`config.mk`:
```
export PLATFORM = sky130hd
export DESIGN_NAME = dir_home
export DESIGN_NICKNAME = d
export VERILOG_FILES = /design/src/rtl/dir_home_pkg.sv /design/src/rtl/dir_home_ctrl.sv /design/src/rtl/dir_home_dp.sv /design/src/rtl/dir_home.sv
export SDC_FILE = /design/constraint.sdc
export NUM_CORES = 1
export LEC_CHECK = 0
export ABC_AREA = 0
export CORE_ASPECT_RATIO = 0.8
export CORE_MARGIN = 1.5
export CORE_UTILIZATION = 45
export CTS_CLUSTER_SIZE = 16
export DETAILED_ROUTE_END_ITERATION = 7
export PLACE_DENSITY_LB_ADDON = 0.2
export SLEW_MARGIN = 15
export SYNTH_ARGS = -nofsm -noshare
export SYNTH_HDL_FRONTEND = slang
export SYNTH_SLANG_ARGS = --single-unit
```
`constraint.sdc`:
```
create_clock -name clk -period 7.4 [get_ports clk]
set_input_delay 1.11 -clock clk [delete_from_list [all_inputs] [get_ports clk]]
set_output_delay 1.11 -clock clk [all_outputs]
set_load 0.01 [all_outputs]
```
`src/rtl/dir_home_pkg.sv`:
```
package dir_home_pkg;

  typedef enum logic [2:0] {
    REQ_RD   = 3'd0,
    REQ_RDX  = 3'd1,
    REQ_UPG  = 3'd2,
    REQ_WB   = 3'd3,
    REQ_SHWB = 3'd4,
    REQ_XFER = 3'd5
  } req_e;

  typedef enum logic [2:0] {
    ST_UN  = 3'd0,
    ST_SH  = 3'd1,
    ST_EX  = 3'd2,
    ST_BSH = 3'd3,
    ST_BEX = 3'd4
  } dir_state_e;

  typedef enum logic [2:0] {
    RSP_NONE  = 3'd0,
    RSP_DATA  = 3'd1,
    RSP_DATEX = 3'd2,
    RSP_UPACK = 3'd3,
    RSP_SPEC  = 3'd4,
    RSP_NACK  = 3'd5,
    RSP_WBACK = 3'd6
  } rsp_e;

  typedef enum logic [1:0] {
    FWD_ISH = 2'd0,
    FWD_IEX = 2'd1,
    FWD_WBD = 2'd2
  } fwd_e;

  typedef struct packed {
    logic       wr;
    dir_state_e nxt;
    logic       ownSrc;
    logic       ownPend;
    logic       presClr;
    logic       presSrc;
    logic       presOwn;
    logic       presPend;
    logic       savePend;
    logic       rspEn;
    rsp_e       rspKind;
    logic       fwdEn;
    fwd_e       fwdKind;
    logic       fwdToPend;
    logic       invEn;
  } strobe_t;

endpackage

```
`src/rtl/dir_home_ctrl.sv`:
```
module dir_home_ctrl
  import dir_home_pkg::*;
#(
  parameter int NODES  = 4,
  localparam int NODE_W = $clog2(NODES)
) (
  input  logic              reqValid,
  input  logic [2:0]        reqType,
  input  logic [NODE_W-1:0] reqSrc,
  input  dir_state_e        curState,
  input  logic [NODE_W-1:0] curOwner,
  output strobe_t           stb
);

  logic isBusy;
  logic fromOwner;
  assign isBusy    = (curState == ST_BSH) || (curState == ST_BEX);
  assign fromOwner = (reqSrc == curOwner);

  always_comb begin
    stb     = '0;
    stb.nxt = curState;
    if (reqValid) begin
      case (req_e'(reqType))
        REQ_RD, REQ_RDX: begin
          stb.rspEn = 1'b1;
          if (isBusy) begin
            stb.rspKind = RSP_NACK;
          end else if (curState == ST_EX) begin
            stb.wr       = 1'b1;
            stb.nxt      = (reqType == REQ_RD) ? ST_BSH : ST_BEX;
            stb.savePend = 1'b1;
            stb.rspKind  = RSP_SPEC;
            stb.fwdEn    = 1'b1;
            stb.fwdKind  = (reqType == REQ_RD) ? FWD_ISH : FWD_IEX;
          end else if (curState == ST_SH && reqType == REQ_RD) begin
            stb.wr      = 1'b1;
            stb.presSrc = 1'b1;
            stb.rspKind = RSP_DATA;
          end else begin
            stb.wr      = 1'b1;
            stb.nxt     = ST_EX;
            stb.ownSrc  = 1'b1;
            stb.presClr = 1'b1;
            stb.rspKind = RSP_DATEX;
            stb.invEn   = (curState == ST_SH);
          end
        end
        REQ_UPG: begin
          stb.rspEn = 1'b1;
          if (curState == ST_SH) begin
            stb.wr      = 1'b1;
            stb.nxt     = ST_EX;
            stb.ownSrc  = 1'b1;
            stb.presClr = 1'b1;
            stb.rspKind = RSP_UPACK;
            stb.invEn   = 1'b1;
          end else begin
            stb.rspKind = RSP_NACK;
          end
        end
        REQ_WB: begin
          stb.rspEn   = 1'b1;
          stb.rspKind = RSP_WBACK;
          case (curState)
            ST_EX: begin
              stb.wr      = 1'b1;
              stb.nxt     = ST_UN;
              stb.presClr = 1'b1;
            end
            ST_BSH: begin
              stb.wr        = 1'b1;
              stb.nxt       = ST_SH;
              stb.presClr   = 1'b1;
              stb.presPend  = 1'b1;
              stb.fwdEn     = 1'b1;
              stb.fwdKind   = FWD_WBD;
              stb.fwdToPend = 1'b1;
            end
            ST_BEX: begin
              stb.wr        = 1'b1;
              stb.nxt       = ST_EX;
              stb.ownPend   = 1'b1;
              stb.fwdEn     = 1'b1;
              stb.fwdKind   = FWD_WBD;
              stb.fwdToPend = 1'b1;
            end
            default: ;
          endcase
        end
        REQ_SHWB: begin
          if (curState == ST_BSH && fromOwner) begin
            stb.wr       = 1'b1;
            stb.nxt      = ST_SH;
            stb.presClr  = 1'b1;
            stb.presOwn  = 1'b1;
            stb.presPend = 1'b1;
          end
        end
        REQ_XFER: begin
          if (curState == ST_BEX && fromOwner) begin
            stb.wr      = 1'b1;
            stb.nxt     = ST_EX;
            stb.ownPend = 1'b1;
          end
        end
        default: ;
      endcase
    end
  end

endmodule

```
`src/rtl/dir_home_dp.sv`:
```
module dir_home_dp
  import dir_home_pkg::*;
#(
  parameter int NODES  = 4,
  parameter int BLOCKS = 8,
  parameter int TAG_W  = 4,
  localparam int NODE_W = $clog2(NODES),
  localparam int BLK_W  = $clog2(BLOCKS),
  localparam int CNT_W  = $clog2(NODES + 1)
) (
  input  logic              clk,
  input  logic              rstN,
  input  logic              reqValid,
  input  logic [2:0]        reqType,
  input  logic [NODE_W-1:0] reqSrc,
  input  logic [BLK_W-1:0]  reqBlk,
  input  logic [TAG_W-1:0]  reqTag,
  input  strobe_t           stb,
  output dir_state_e        curState,
  output logic [NODE_W-1:0] curOwner,
  output logic              rspValid,
  output logic [2:0]        rspKind,
  output logic [NODE_W-1:0] rspDst,
  output logic [TAG_W-1:0]  rspTag,
  output logic [CNT_W-1:0]  rspCnt,
  output logic              fwdValid,
  output logic [1:0]        fwdKind,
  output logic [NODE_W-1:0] fwdDst,
  output logic [NODE_W-1:0] fwdReq,
  output logic [TAG_W-1:0]  fwdTag,
  output logic              invValid,
  output logic [NODES-1:0]  invMask,
  output logic [NODE_W-1:0] invReq
);

  dir_state_e        stateQ   [BLOCKS];
  logic [NODE_W-1:0] ownerQ   [BLOCKS];
  logic [NODE_W-1:0] pendQ    [BLOCKS];
  logic [TAG_W-1:0]  pendTagQ [BLOCKS];
  logic [NODES-1:0]  presQ    [BLOCKS];

  logic [NODE_W-1:0] curPend;
  logic [TAG_W-1:0]  curPendTag;
  logic [NODES-1:0]  curPres;
  logic [NODES-1:0]  srcBit;
  logic [NODES-1:0]  nxtPres;
  logic [NODES-1:0]  invMaskC;
  logic [CNT_W-1:0]  invCnt;

  assign curState   = stateQ[reqBlk];
  assign curOwner   = ownerQ[reqBlk];
  assign curPend    = pendQ[reqBlk];
  assign curPendTag = pendTagQ[reqBlk];
  assign curPres    = presQ[reqBlk];
  assign srcBit     = NODES'(1) << reqSrc;

  always_comb begin
    nxtPres = stb.presClr ? '0 : curPres;
    if (stb.presSrc)  nxtPres = nxtPres | srcBit;
    if (stb.presOwn)  nxtPres = nxtPres | (NODES'(1) << curOwner);
    if (stb.presPend) nxtPres = nxtPres | (NODES'(1) << curPend);
  end

  assign invMaskC = curPres & ~srcBit;
  assign invCnt   = CNT_W'($countones(invMaskC));

  always_ff @(posedge clk or negedge rstN) begin
    if (!rstN) begin
      for (int b = 0; b < BLOCKS; b++) begin
        stateQ[b]   <= ST_UN;
        ownerQ[b]   <= '0;
        pendQ[b]    <= '0;
        pendTagQ[b] <= '0;
        presQ[b]    <= '0;
      end
    end else if (stb.wr) begin
      stateQ[reqBlk] <= stb.nxt;
      presQ[reqBlk]  <= nxtPres;
      if (stb.ownSrc)  ownerQ[reqBlk] <= reqSrc;
      if (stb.ownPend) ownerQ[reqBlk] <= curPend;
      if (stb.savePend) begin
        pendQ[reqBlk]    <= reqSrc;
        pendTagQ[reqBlk] <= reqTag;
      end
    end
  end

  always_ff @(posedge clk or negedge rstN) begin
    if (!rstN) begin
      rspValid <= 1'b0;
      rspKind  <= '0;
      rspDst   <= '0;
      rspTag   <= '0;
      rspCnt   <= '0;
      fwdValid <= 1'b0;
      fwdKind  <= '0;
      fwdDst   <= '0;
      fwdReq   <= '0;
      fwdTag   <= '0;
      invValid <= 1'b0;
      invMask  <= '0;
      invReq   <= '0;
    end else begin
      rspValid <= stb.rspEn;
      rspKind  <= stb.rspKind;
      rspDst   <= reqSrc;
      rspTag   <= reqTag;
      rspCnt   <= stb.invEn ? invCnt : '0;
      fwdValid <= stb.fwdEn;
      fwdKind  <= stb.fwdKind;
      fwdDst   <= stb.fwdToPend ? curPend : curOwner;
      fwdReq   <= stb.fwdToPend ? curPend : reqSrc;
      fwdTag   <= stb.fwdToPend ? curPendTag : reqTag;
      invValid <= stb.invEn && (invMaskC != '0);
      invMask  <= stb.invEn ? invMaskC : '0;
      invReq   <= reqSrc;
    end
  end

  p_nack_busy_r5: assert property (@(posedge clk) disable iff (!rstN)
    (reqValid && (curState == ST_BSH || curState == ST_BEX) &&
     (reqType == REQ_RD || reqType == REQ_RDX || reqType == REQ_UPG))
    |=> (rspValid && rspKind == RSP_NACK));

  p_inv_count_r6: assert property (@(posedge clk) disable iff (!rstN)
    invValid |-> (rspValid && $countones(invMask) == int'(rspCnt)));

  p_inv_self_r6: assert property (@(posedge clk) disable iff (!rstN)
    invValid |-> (invMask[invReq] == 1'b0 && invReq == rspDst));

  p_intv_spec_r4: assert property (@(posedge clk) disable iff (!rstN)
    (fwdValid && fwdKind != FWD_WBD) |-> (rspValid && rspKind == RSP_SPEC && fwdReq == rspDst));

  p_merge_ack_r9: assert property (@(posedge clk) disable iff (!rstN)
    (fwdValid && fwdKind == FWD_WBD) |-> (rspValid && rspKind == RSP_WBACK));

  p_tag_echo_r12: assert property (@(posedge clk) disable iff (!rstN)
    (reqValid && reqType <= REQ_WB) |=> (rspValid && rspTag == $past(reqTag)));

endmodule

```
`src/rtl/dir_home.sv`:
```
module dir_home
  import dir_home_pkg::*;
#(
  parameter int NODES  = 4,
  parameter int BLOCKS = 8,
  parameter int TAG_W  = 4,
  localparam int NODE_W = $clog2(NODES),
  localparam int BLK_W  = $clog2(BLOCKS),
  localparam int CNT_W  = $clog2(NODES + 1)
) (
  input  logic              clk,
  input  logic              rstN,
  input  logic              reqValid,
  input  logic [2:0]        reqType,
  input  logic [NODE_W-1:0] reqSrc,
  input  logic [BLK_W-1:0]  reqBlk,
  input  logic [TAG_W-1:0]  reqTag,
  output logic              rspValid,
  output logic [2:0]        rspKind,
  output logic [NODE_W-1:0] rspDst,
  output logic [TAG_W-1:0]  rspTag,
  output logic [CNT_W-1:0]  rspCnt,
  output logic              fwdValid,
  output logic [1:0]        fwdKind,
  output logic [NODE_W-1:0] fwdDst,
  output logic [NODE_W-1:0] fwdReq,
  output logic [TAG_W-1:0]  fwdTag,
  output logic              invValid,
  output logic [NODES-1:0]  invMask,
  output logic [NODE_W-1:0] invReq
);

  strobe_t           stb;
  dir_state_e        curState;
  logic [NODE_W-1:0] curOwner;

  dir_home_ctrl #(.NODES(NODES)) u_ctrl (
    .reqValid (reqValid),
    .reqType  (reqType),
    .reqSrc   (reqSrc),
    .curState (curState),
    .curOwner (curOwner),
    .stb      (stb)
  );

  dir_home_dp #(.NODES(NODES), .BLOCKS(BLOCKS), .TAG_W(TAG_W)) u_dp (
    .clk      (clk),
    .rstN     (rstN),
    .reqValid (reqValid),
    .reqType  (reqType),
    .reqSrc   (reqSrc),
    .reqBlk   (reqBlk),
    .reqTag   (reqTag),
    .stb      (stb),
    .curState (curState),
    .curOwner (curOwner),
    .rspValid (rspValid),
    .rspKind  (rspKind),
    .rspDst   (rspDst),
    .rspTag   (rspTag),
    .rspCnt   (rspCnt),
    .fwdValid (fwdValid),
    .fwdKind  (fwdKind),
    .fwdDst   (fwdDst),
    .fwdReq   (fwdReq),
    .fwdTag   (fwdTag),
    .invValid (invValid),
    .invMask  (invMask),
    .invReq   (invReq)
  );

endmodule

```
== Yosys cells after proc, flatten, opt, wreduce, memory -nomap -nowiden ==
Index checks and enable logic that the tools add are counted.
Word-level totals
  flip-flop bits (word level): 149
  output and inout port bits: 31
  logic and storage cells: 173
  input port bits: 15
Cells by class
  order comparisons: 2
  reductions and logical operators: 12
  $add $sub $neg: 3
  shifts and indexed selects: 3
  muxes and demuxes: 85
  bitwise logic cells: 6
  equal/unequal tests: 10
Operators by type and width (count)
  $bwmux W32: 2
  $mux W4: 15
  $bwmux W16: 3
  $mux W16: 3
  $mux W3: 11
  $bmux W4 S3: 2
  $bwmux W24: 1
  $pmux W4 S3: 2
  $mux W2: 11
  $mux W20: 1
  $pmux W4 S5: 1
  $mux W1: 19
  $bmux W2 S3: 2
  $demux W4 S3: 1
  $eq A3 B2 Y1 const B: 4
  $or A4 B4 Y4: 3
  $shl A1 B2 Y4 const A: 3
  $mux W5: 2
  $bmux W3 S3: 1
  $demux W3 S3: 1
  $eq A3 B3 Y1 const B: 3
  $pmux W1 S2: 4
  $demux W2 S3: 1
  $eq A3 B1 Y1 const B: 2
  other kinds (16): 23

== Logic depth before layout (Yosys ltp) ==
Gate-level depths: netlist (run 1).
  depth in word-level cells: 19
  gate-level depth with buffers: 15
  depth with buffers taken out: 11

== Modules after synthesis ==
Synthesis (run 1) repeated with hierarchy kept, for this count alone.
Second synthesis, totals
  cell total of the unflattened synthesis: 698
  area total of the unflattened synthesis: 7260.7 µm²
Modules (own cells, without submodules)
  dir_home_dp: area each 6667.6 µm², cells an instance 597, times used 1
  dir_home_ctrl: area each 593.1 µm², cells an instance 101, times used 1

== Worst setup path after synthesis (run 1) ==
OpenSTA, ideal clock, no wires.
  kind: input -> register
  from: in reqBlk[2]
  to: reg u_dp.rspCnt[1]
  stages: 15
  arrival time: 3900 ps
  required time: 7327 ps
  library setup time: 73 ps
  buffers on the path: 4
  setup slack: 3428 ps
  path through: buf_2 buf_2 buf_1 buf_1 mux2i_1 nor2_1 a31oi_1 nor2_1 a221oi_1 a21o_1 ha_1 ha_1 inv_1 fa_1 nor2_1
Between the ends
  word-level cells in the longest chain between the ends: 12
RTL lines
  start: declaration: RTL line dir_home.sv:16  | input logic [BLK_W-1:0] reqBlk,
  $not A3 Y4 (implied by the code) *: RTL line dir_home_dp.sv:50, dir_home_dp.sv:54
  $bmux W3 S3: RTL line dir_home_dp.sv:50  | assign curState = stateQ[reqBlk];
  $mux W3 (implied by the code) (2 in series): RTL line dir_home_dp.sv:50
  $eq A3 B1 Y1: RTL line dir_home_ctrl.sv:36, dir_home_ctrl.sv:46, dir_home_ctrl.sv:51
  $logic_and A1 B1 Y1: RTL line dir_home_ctrl.sv:36  | end else if (curState == ST_SH && reqType == REQ_RD) begin
  $mux W1: RTL line dir_home_ctrl.sv:36
  $mux W1: RTL line dir_home_ctrl.sv:29  | end else if (curState == ST_EX) begin
  $mux W1: RTL line dir_home_ctrl.sv:27  | if (isBusy) begin
  $pmux W1 S2: RTL line dir_home_ctrl.sv:24  | case (req_e'(reqType))
  $mux W20: RTL line dir_home_ctrl.sv:23  | if (reqValid) begin
  $mux W3 *: RTL line dir_home_dp.sv:108  | rspCnt <= stb.invEn ? invCnt : '0;
  end signal: assignment: RTL line dir_home_dp.sv:108
  end: declaration: RTL line dir_home_dp.sv:25  | output logic [CNT_W-1:0] rspCnt,
Mark *: on every way between the ends. The rest lies on a longest branch, timed or not. The select of a mux whose other input is x is not followed.
A chain may end at the register's enable or synchronous reset.

== Worst setup path after layout (run 1) ==
  from: in reqBlk[0]
  to: reg u_dp.stateQ[7] in the netlist's numbering
Between the ends
  word-level cells in the longest chain between the ends: 12
RTL lines
  $not A3 Y4 (implied by the code) *: RTL line dir_home_dp.sv:50, dir_home_dp.sv:51, dir_home_dp.sv:77
  $bmux W3 S3: RTL line dir_home_dp.sv:50
  $mux W3 (implied by the code) (2 in series): RTL line dir_home_dp.sv:50
  $eq A3 B1 Y1: RTL line dir_home_ctrl.sv:36, dir_home_ctrl.sv:51
  $logic_and A1 B1 Y1: RTL line dir_home_ctrl.sv:36
  $mux W4: RTL line dir_home_ctrl.sv:36
  $mux W3: RTL line dir_home_ctrl.sv:29
  $mux W5: RTL line dir_home_ctrl.sv:27
  $pmux W4 S5: RTL line dir_home_ctrl.sv:24
  $mux W20: RTL line dir_home_ctrl.sv:23
  $bwmux W24: RTL line dir_home_dp.sv:77  | stateQ[reqBlk] <= stb.nxt;
  end signal: indexed assignment: RTL line dir_home_dp.sv:77
  end: declaration: RTL line dir_home_dp.sv:36  | dir_state_e stateQ [BLOCKS];
Marks and branches as above.

==> impl_metrics.tcl, run 1 <==
set metrics [dict create \
    clk_pin_slew_ns 0.06 \
    htree_levels 4 \
    ir_worst_vdd_v 0.000160 \
    synth_area_um2 7280 \
    finalSetupViolCount 0 \
    cts_hold_buf 0 \
    post_cts_buffers 0 \
    wirelength_mm 19.7 \
    finalCritPeriodShare_pct 71.2 \
    grt_pass1_wl_mm 31.5 \
    synth.avg_cell_area_um2 11.6 \
    layout_min_cycle_time_ns 5.27 \
    vias_per_cell 6.31 \
    synth_cells 626 \
    critPathCaptureType "flip-flop" \
    clkSinkCount 149 \
    final_area_um2 8470 \
    finalCoreUtilization_pct 53.6 \
    grt_setup_unrepaired "false" \
    antenna_found_initial 0 \
    io-pin-count 46 \
    die_h_um 117 \
    routabilityCongestion 0.867 \
    hpwl_mm 13.7 \
    seq_area_um2 3730 \
    core_area_um2 15800 \
    synth_top_area_share_pct 51.2 \
    whs_ns 0.487 \
    p_per_area_nw_per_um2 274 \
    grt.overflow.total 0 \
    design.die.area_um2 16900 \
    synth.distinct_cells 56 \
    cap_viol_max_count 0 \
    min_path_cells 2 \
    skew_ns 0.0113 \
    fin_setup_tns_ns 0 \
    critPathBufInv 1 \
    path_max_fanout 26 \
    start_kind "input port" \
    setup.worst_path.class "in2reg" \
    drc 0 \
    p_leak_nw 3.58 \
    drt_pre_antenna_iters 7 \
    ys_seq_elements 149 \
    min_path_type "reg2reg" \
    synth_fp_nets 647 \
    ys.warnings.count 0 \
    area_growth_pct 16.4 \
    place_area_um2 7860 \
    critPathRequiredTime_ns 7.70 \
    cts_tree "built" \
    initialDrtViolationCount 561 \
    cts_max_path_buffers 2 \
    clkLatencyLatePin_ns 0.42 \
    cpPeakStageDelay_ns 0.96 \
    start_util_pct 46.1 \
    yosysTopAreaCell "dfrtp_1" \
    ant_nets 0 \
    grt_pass1_vias 5406 \
    worstPathCellList "clkdlybuf4s50_1 > mux4_2 > mux2i_1 > nand3_1 > a31oi_1 > o32a_1 > nor2_1 > mux2_2" \
    hold_viol 0 \
    num_rows 41 \
    arrival_ns 5.57 \
    grt.total_usage_pct 24.5 \
    worst_pin_slew_ns 1.12 \
    critical_path.top_delay_family "multiplexers" \
    timing.final.max_slew_violations 0 \
    layout.nets 678 \
    multi_input_area_um2 3300 \
    grt_max_degree 87 \
    worstSetupPathDepth 8 \
    yosys_most_used_dff "dfrtp_1" \
    slew_headroom_pct 25.1 \
    ys_async_sr_fraction_pct 100 \
    io_buffers 45 \
    synth_seq_area_share_pct 51.2 \
    synth.area.top_cells "dfrtp_1, mux2_2, a2bb2oi_1" \
    die_w_um 145 \
    wl_per_cell_um 22.3 \
    drive_above_1_share_pct 20.2 \
    num-fill-cells 1389 \
    reg2reg_depth 7 \
    fmax_mhz 190 \
    crit_path_top_delay_cell "clkdlybuf4s50_1" \
    status "completed" \
    numCtsBuffers 17 \
    post_cts_resized 0 \
    synth_edf_count 0 \
    root_buffer "clkbuf_16" \
    diodes 0 \
    vias 5571 \
]
==> per-layer routing <==
metal / track usage [%] / vias up / part of all wire [%]
li1: - / 2452 / -
met1: 35.5 / 2832 / 47
met2: 36.2 / 267 / 44
met3: 6.72 / 20 / 8.3
met4: 6.80 / 0 / 1.2
met5: 0 / - / 0
==> final timing paths <==
kind                                            start                       endpoint  slack [ns]
max in group asynchronous                        rstN  u_dp.pendTagQ[16]$_DFFE_PN0P_        5.48
max reg2reg                u_dp.stateQ[8]$_DFFE_PN0P_     u_dp.stateQ[7]$_DFFE_PN0P_        3.54
min in group asynchronous                        rstN      u_dp.rspKind[0]$_DFF_PN0_        0.67
min reg2reg                u_dp.pendQ[11]$_DFFE_PN0P_     u_dp.pendQ[11]$_DFFE_PN0P_        0.49
max                                         reqBlk[0]     u_dp.stateQ[7]$_DFFE_PN0P_        2.13
min                        u_dp.pendQ[11]$_DFFE_PN0P_     u_dp.pendQ[11]$_DFFE_PN0P_        0.49
==> power breakdown <==
group	internal [mW]	switching (mW)
sequential	0.953	0.0790
combinational	0.202	0.237
clock	0.524	0.330
==> cell families after synthesis <==
kind of cell               count (synthesis)  share of synthesized area, %
adders and majority gates                  6                          1.13
xor gates and xnor gates                   3                         0.361
AOI/OAI and AO/OA                        176                          17.9
buffers and inverters                     57                          3.61
DFF                                      149                          51.2
muxes                                     93                          16.1
and+or+nand+nor                          142                          9.65
==> synthesized netlist by cell type, types with 8 or more instances <==
| master | instances |
|---|---|
| nor2b_1 | 8 |
| o21ai_0 | 17 |
| nand2_1 | 34 |
| a22o_1 | 9 |
| nand3_1 | 9 |
| mux2_2 | 68 |
| a31oi_1 | 18 |
| clkbuf_1 | 23 |
| a22oi_1 | 8 |
| a41oi_1 | 8 |
| a21oi_1 | 26 |
| mux2i_1 | 12 |
| mux4_2 | 12 |
| inv_1 | 14 |
| dfrtp_1 | 149 |
| nor4_1 | 9 |
| a221oi_1 | 12 |
| a2bb2oi_1 | 36 |
| nor2_1 | 44 |
| a2111oi_0 | 12 |
==> worst reg2reg max path, stage by stage, from the launching register on <==
cell,delay [ns]
dfrtp_1,0.38
mux4_2,0.52
mux2i_1,0.81
nand3_1,0.16
a31oi_1,0.39
o32a_1,0.89
nor2_1,0.24
mux2_2,0.35
==> layout by cell type, fill, tap and decap left out, types with 4 or more instances in the layout <==
master / synthesis / layout
ha_1: 5 / 5
clkbuf_8: 0 / 7
nand3_1: 9 / 9
a221oi_1: 12 / 12
mux2i_1: 12 / 12
clkdlybuf4s50_1: 0 / 44
nor2_2: 6 / 7
nand3b_1: 6 / 6
mux4_2: 12 / 12
mux2_2: 68 / 68
a41oi_1: 8 / 8
nor2_1: 44 / 43
buf_4: 3 / 7
o21ai_1: 4 / 4
a22oi_1: 8 / 8
a21o_1: 5 / 5
o32ai_1: 7 / 5
a2111oi_0: 12 / 12
a22o_1: 9 / 9
dfrtp_1: 149 / 149
o21ai_0: 17 / 17
nand4_1: 5 / 5
inv_1: 14 / 14
nand2_1: 34 / 34
nor4_1: 9 / 9
a21oi_1: 26 / 26
and2_1: 4 / 4
a31oi_1: 18 / 18
a2bb2oi_1: 36 / 36
clkbuf_16: 0 / 17
nor2b_1: 8 / 8
==> stage by stage <==
step	power, mW	cells	setup slack [ns]
6_report	2.33	883	2.13
5_1_grt	2.43	883	1.86
4_1_cts	2.33	882	2.18
3_5_place_dp	1.47	852	1.72
3_3_place_gp	1.46	852	1.81
2_1_floorplan	1.32	626	3.43
==> flip-flops by register name, indices dropped and copies added, names as in the netlist, 3 cells and up <==
| register | cells |
|---|---|
| u_dp.pendTagQ | 32 |
| u_dp.fwdTag | 4 |
| u_dp.stateQ | 24 |
| u_dp.invMask | 4 |
| u_dp.rspTag | 4 |
| u_dp.pendQ | 16 |
| u_dp.rspCnt | 3 |
| u_dp.rspKind | 3 |
| u_dp.presQ | 32 |
| u_dp.ownerQ | 16 |
==> area by class of cell <==
type                       instances  share of cell area (%)
inverter                          16                   0.709
clock inverter                     5                   0.738
multi-input combinational        420                    39.0
sequential                       149                    44.0
tap                              215                    3.17
clock buffer                      25                    6.20
timing repair buffer              53                    6.19
(Power assumes the default switching activity.)
==> run 2, diff against run 1 <==
Clock period 7.4 ns to 4.2 ns, I/O delays scaled along.
==> run 2 against run 1 <==
Net effect: register-to-register slack lost 2.6 ns; clock skew about the same; flip-flop and latch count is the same; worst hold slack got worse by 0.24 ns; setup slack got worse by 1.8 ns; clock power rose by 67%; first-iteration DRC count up 4.5%; via count rose by 3.0%; power increased by 75%; global-route usage up 0.12 points; combinational power is 89% higher; critical endpoint is now u_dp.presQ[10]$_DFFE_PN0P_; largest cell class unchanged.
==> impl_metrics.tcl, run 2 (synthesis gave the netlist of run 1 again) <==
set metrics [dict create \
    setup.worst_path.class "in2reg" \
    critical_path.top_delay_family "compound AO/OA/AOI/OAI gates" \
    post_cts_resized 0 \
    intPower_mw 2.91 \
    grt_max_degree 84 \
    initialDrtViolationCount 586 \
    p_per_area_nw_per_um2 465 \
    critPathBufInv 3 \
    clkLatencyLatePin_ns 0.42 \
    core_area_um2 15800 \
    start_util_pct 46.1 \
    cts_hold_buf 0 \
    timing.final.max_slew_violations 0 \
    reg.largest.list "u_dp.pendTagQ x32, u_dp.presQ x32, u_dp.stateQ x24" \
    design.die.area_um2 16900 \
    root_buffer "clkbuf_16" \
    hpwl_mm 14.1 \
    switching_share_pct 28.5 \
    p_sw_mw 1.16 \
    die_w_um 145 \
    crit_path_top_delay_cell "o32ai_1" \
    fmax_mhz 262 \
    layout_min_cycle_time_ns 3.82 \
    worstSetupPathDepth 10 \
    worstPathCellList "clkdlybuf4s50_1 > buf_12 > mux4_2 > mux2_2 > buf_4 > nor4_2 > nand4b_1 > o32ai_1 > a21oi_1 > a41oi_1" \
    reg2reg_slack_ns 0.92 \
    htree_levels 4 \
    post_cts_buffers 0 \
    num_rows 41 \
    path_max_fanout 15 \
    io_buffers 45 \
    die_h_um 117 \
    grt.total_usage_pct 24.6 \
    layout.nets 721 \
    rr_endpoint "u_dp.presQ[10]$_DFFE_PN0P_" \
    grt.overflow.total 0 \
    area_growth_pct 20.5 \
    stdcell_count 927 \
    ir_worst_vdd_v 0.000233 \
    min_path_type "in2async" \
    dp_cells 896 \
    cts_tree "built" \
    clkSinkCount 149 \
    cap_viol_max_count 0 \
    cts_max_path_buffers 2 \
    finalSetupViolCount 0 \
    totalPowerFinal_mw 4.08 \
    drive_above_1_share_pct 24.4 \
    start_kind "input port" \
    status "completed" \
    final_common_cell "dfrtp_1" \
    diodes 0 \
    routabilityCongestion 0.971 \
    io-pin-count 46 \
    critPathCaptureType "flip-flop" \
    cp-startpoint "reqBlk[0]" \
    wirelength_mm 19.9 \
    numCtsBuffers 17 \
    ant_nets 0 \
    worst_pin_slew_ns 1.07 \
    clk_pin_slew_ns 0.06 \
    grt_setup_unrepaired "false" \
    clkPwrFrac_pct 35.0 \
    final_area_um2 8770 \
    place_area_um2 8220 \
    whs_ns 0.242 \
    finalCritPeriodShare_pct 91.0 \
    drt_pre_antenna_iters 5 \
    drc 0 \
    pwr-share-seq_pct 44.7 \
    skew_ns 0.0115 \
    vias 5737 \
    arrival_ns 4.15 \
    wl_per_cell_um 21.5 \
    grt_pass1_vias 5624 \
    hold_viol 0 \
    mostFrequentLayoutCells "dfrtp_1, mux2_2, buf_4" \
    crit_end "u_dp.presQ[10]$_DFFE_PN0P_" \
    r2r-start "u_dp.stateQ[17]$_DFFE_PN0P_" \
    cpPeakStageDelay_ns 0.57 \
    antenna_found_initial 0 \
    slew_headroom_pct 28.2 \
    combPwrFrac_pct 20.3 \
    p_leak_nw 3.78 \
    vias_per_cell 6.19 \
    critPathRequiredTime_ns 4.53 \
    grt_pass1_wl_mm 31.5 \
    reg2reg_depth 8 \
]
-- run 2: cell types whose count changed in the layout (fill, tap and decap cells not counted), sizes merged --
cell	delta
inv	-1
buf	+43
clkbuf	-2
clkinvlp	+1
clkinv	+3
-- run 2: worst min-delay path by stage --
stage	to	cells past startpoint
after floorplan	u_dp.fwdDst[0]$_DFF_PN0_	0
after global placement	u_dp.pendQ[6]$_DFFE_PN0P_	2
after global routing	u_dp.fwdKind[0]$_DFF_PN0_	1
after CTS	u_dp.fwdDst[1]$_DFF_PN0_	1
after detailed placement	u_dp.pendQ[6]$_DFFE_PN0P_	2
final	u_dp.rspKind[2]$_DFF_PN0_	1
-- run 2: worst reg2reg max path: cells and delay by family (launching register included) --
| family | cells | cell delay (ns) |
|---|---|---|
| AOI/OAI and AO/OA | 3 | 1.03 |
| DFF | 1 | 0.40 |
| buffers and inverters | 1 | 0.19 |
| muxes | 2 | 0.79 |
| and+or+nand+nor | 2 | 0.78 |
-- run 2: cell type report --
| class | count | area, um2 |
|---|---|---|
| Clock buffer | 23 | 468 |
| Clock inverter | 8 | 76.3 |
| Fill cell | 1319 | 7030 |
| Inverter | 16 | 60.1 |
| Multi-Input combinational cell | 420 | 3290 |
| Sequential cell | 149 | 3730 |
| Tap cell | 215 | 269 |
| Timing Repair Buffer | 96 | 872 |
-- run 2: per-stage QoR --
step                      setup slack (ns)  util, %  TNS (ns)
after floorplan                      0.708        -         0
after global placement             -0.0119     52.0   -0.0119
after detailed placement           -0.0453     52.0    -0.283
after CTS                            0.396     55.5         0
after global routing                 0.194     55.5         0
final                                0.379     55.5         0
-- run 2: layer usage --
metal	wire (um)	GRT usage [%]
met5	0	0
met4	378	8.71
met3	1690	7.19
met2	8420	35.4
met1	9440	35.4
-- run 2: power groups by stage --
stage	clock [mW]	sequential, mW	combinational [mW]
after floorplan	0	1.80	0.529
after global placement	0	1.83	0.792
after detailed placement	0	1.84	0.818
after CTS	1.45	1.82	0.819
after global routing	1.51	1.85	0.899
final	1.43	1.82	0.829
==> run 3, diff against run 2 <==
Settings changed: HOLD_SLACK_MARGIN set to 0.05.
==> results of run 3 <==
Same layout as run 2: the final DEF is identical, and so are final timing and power.
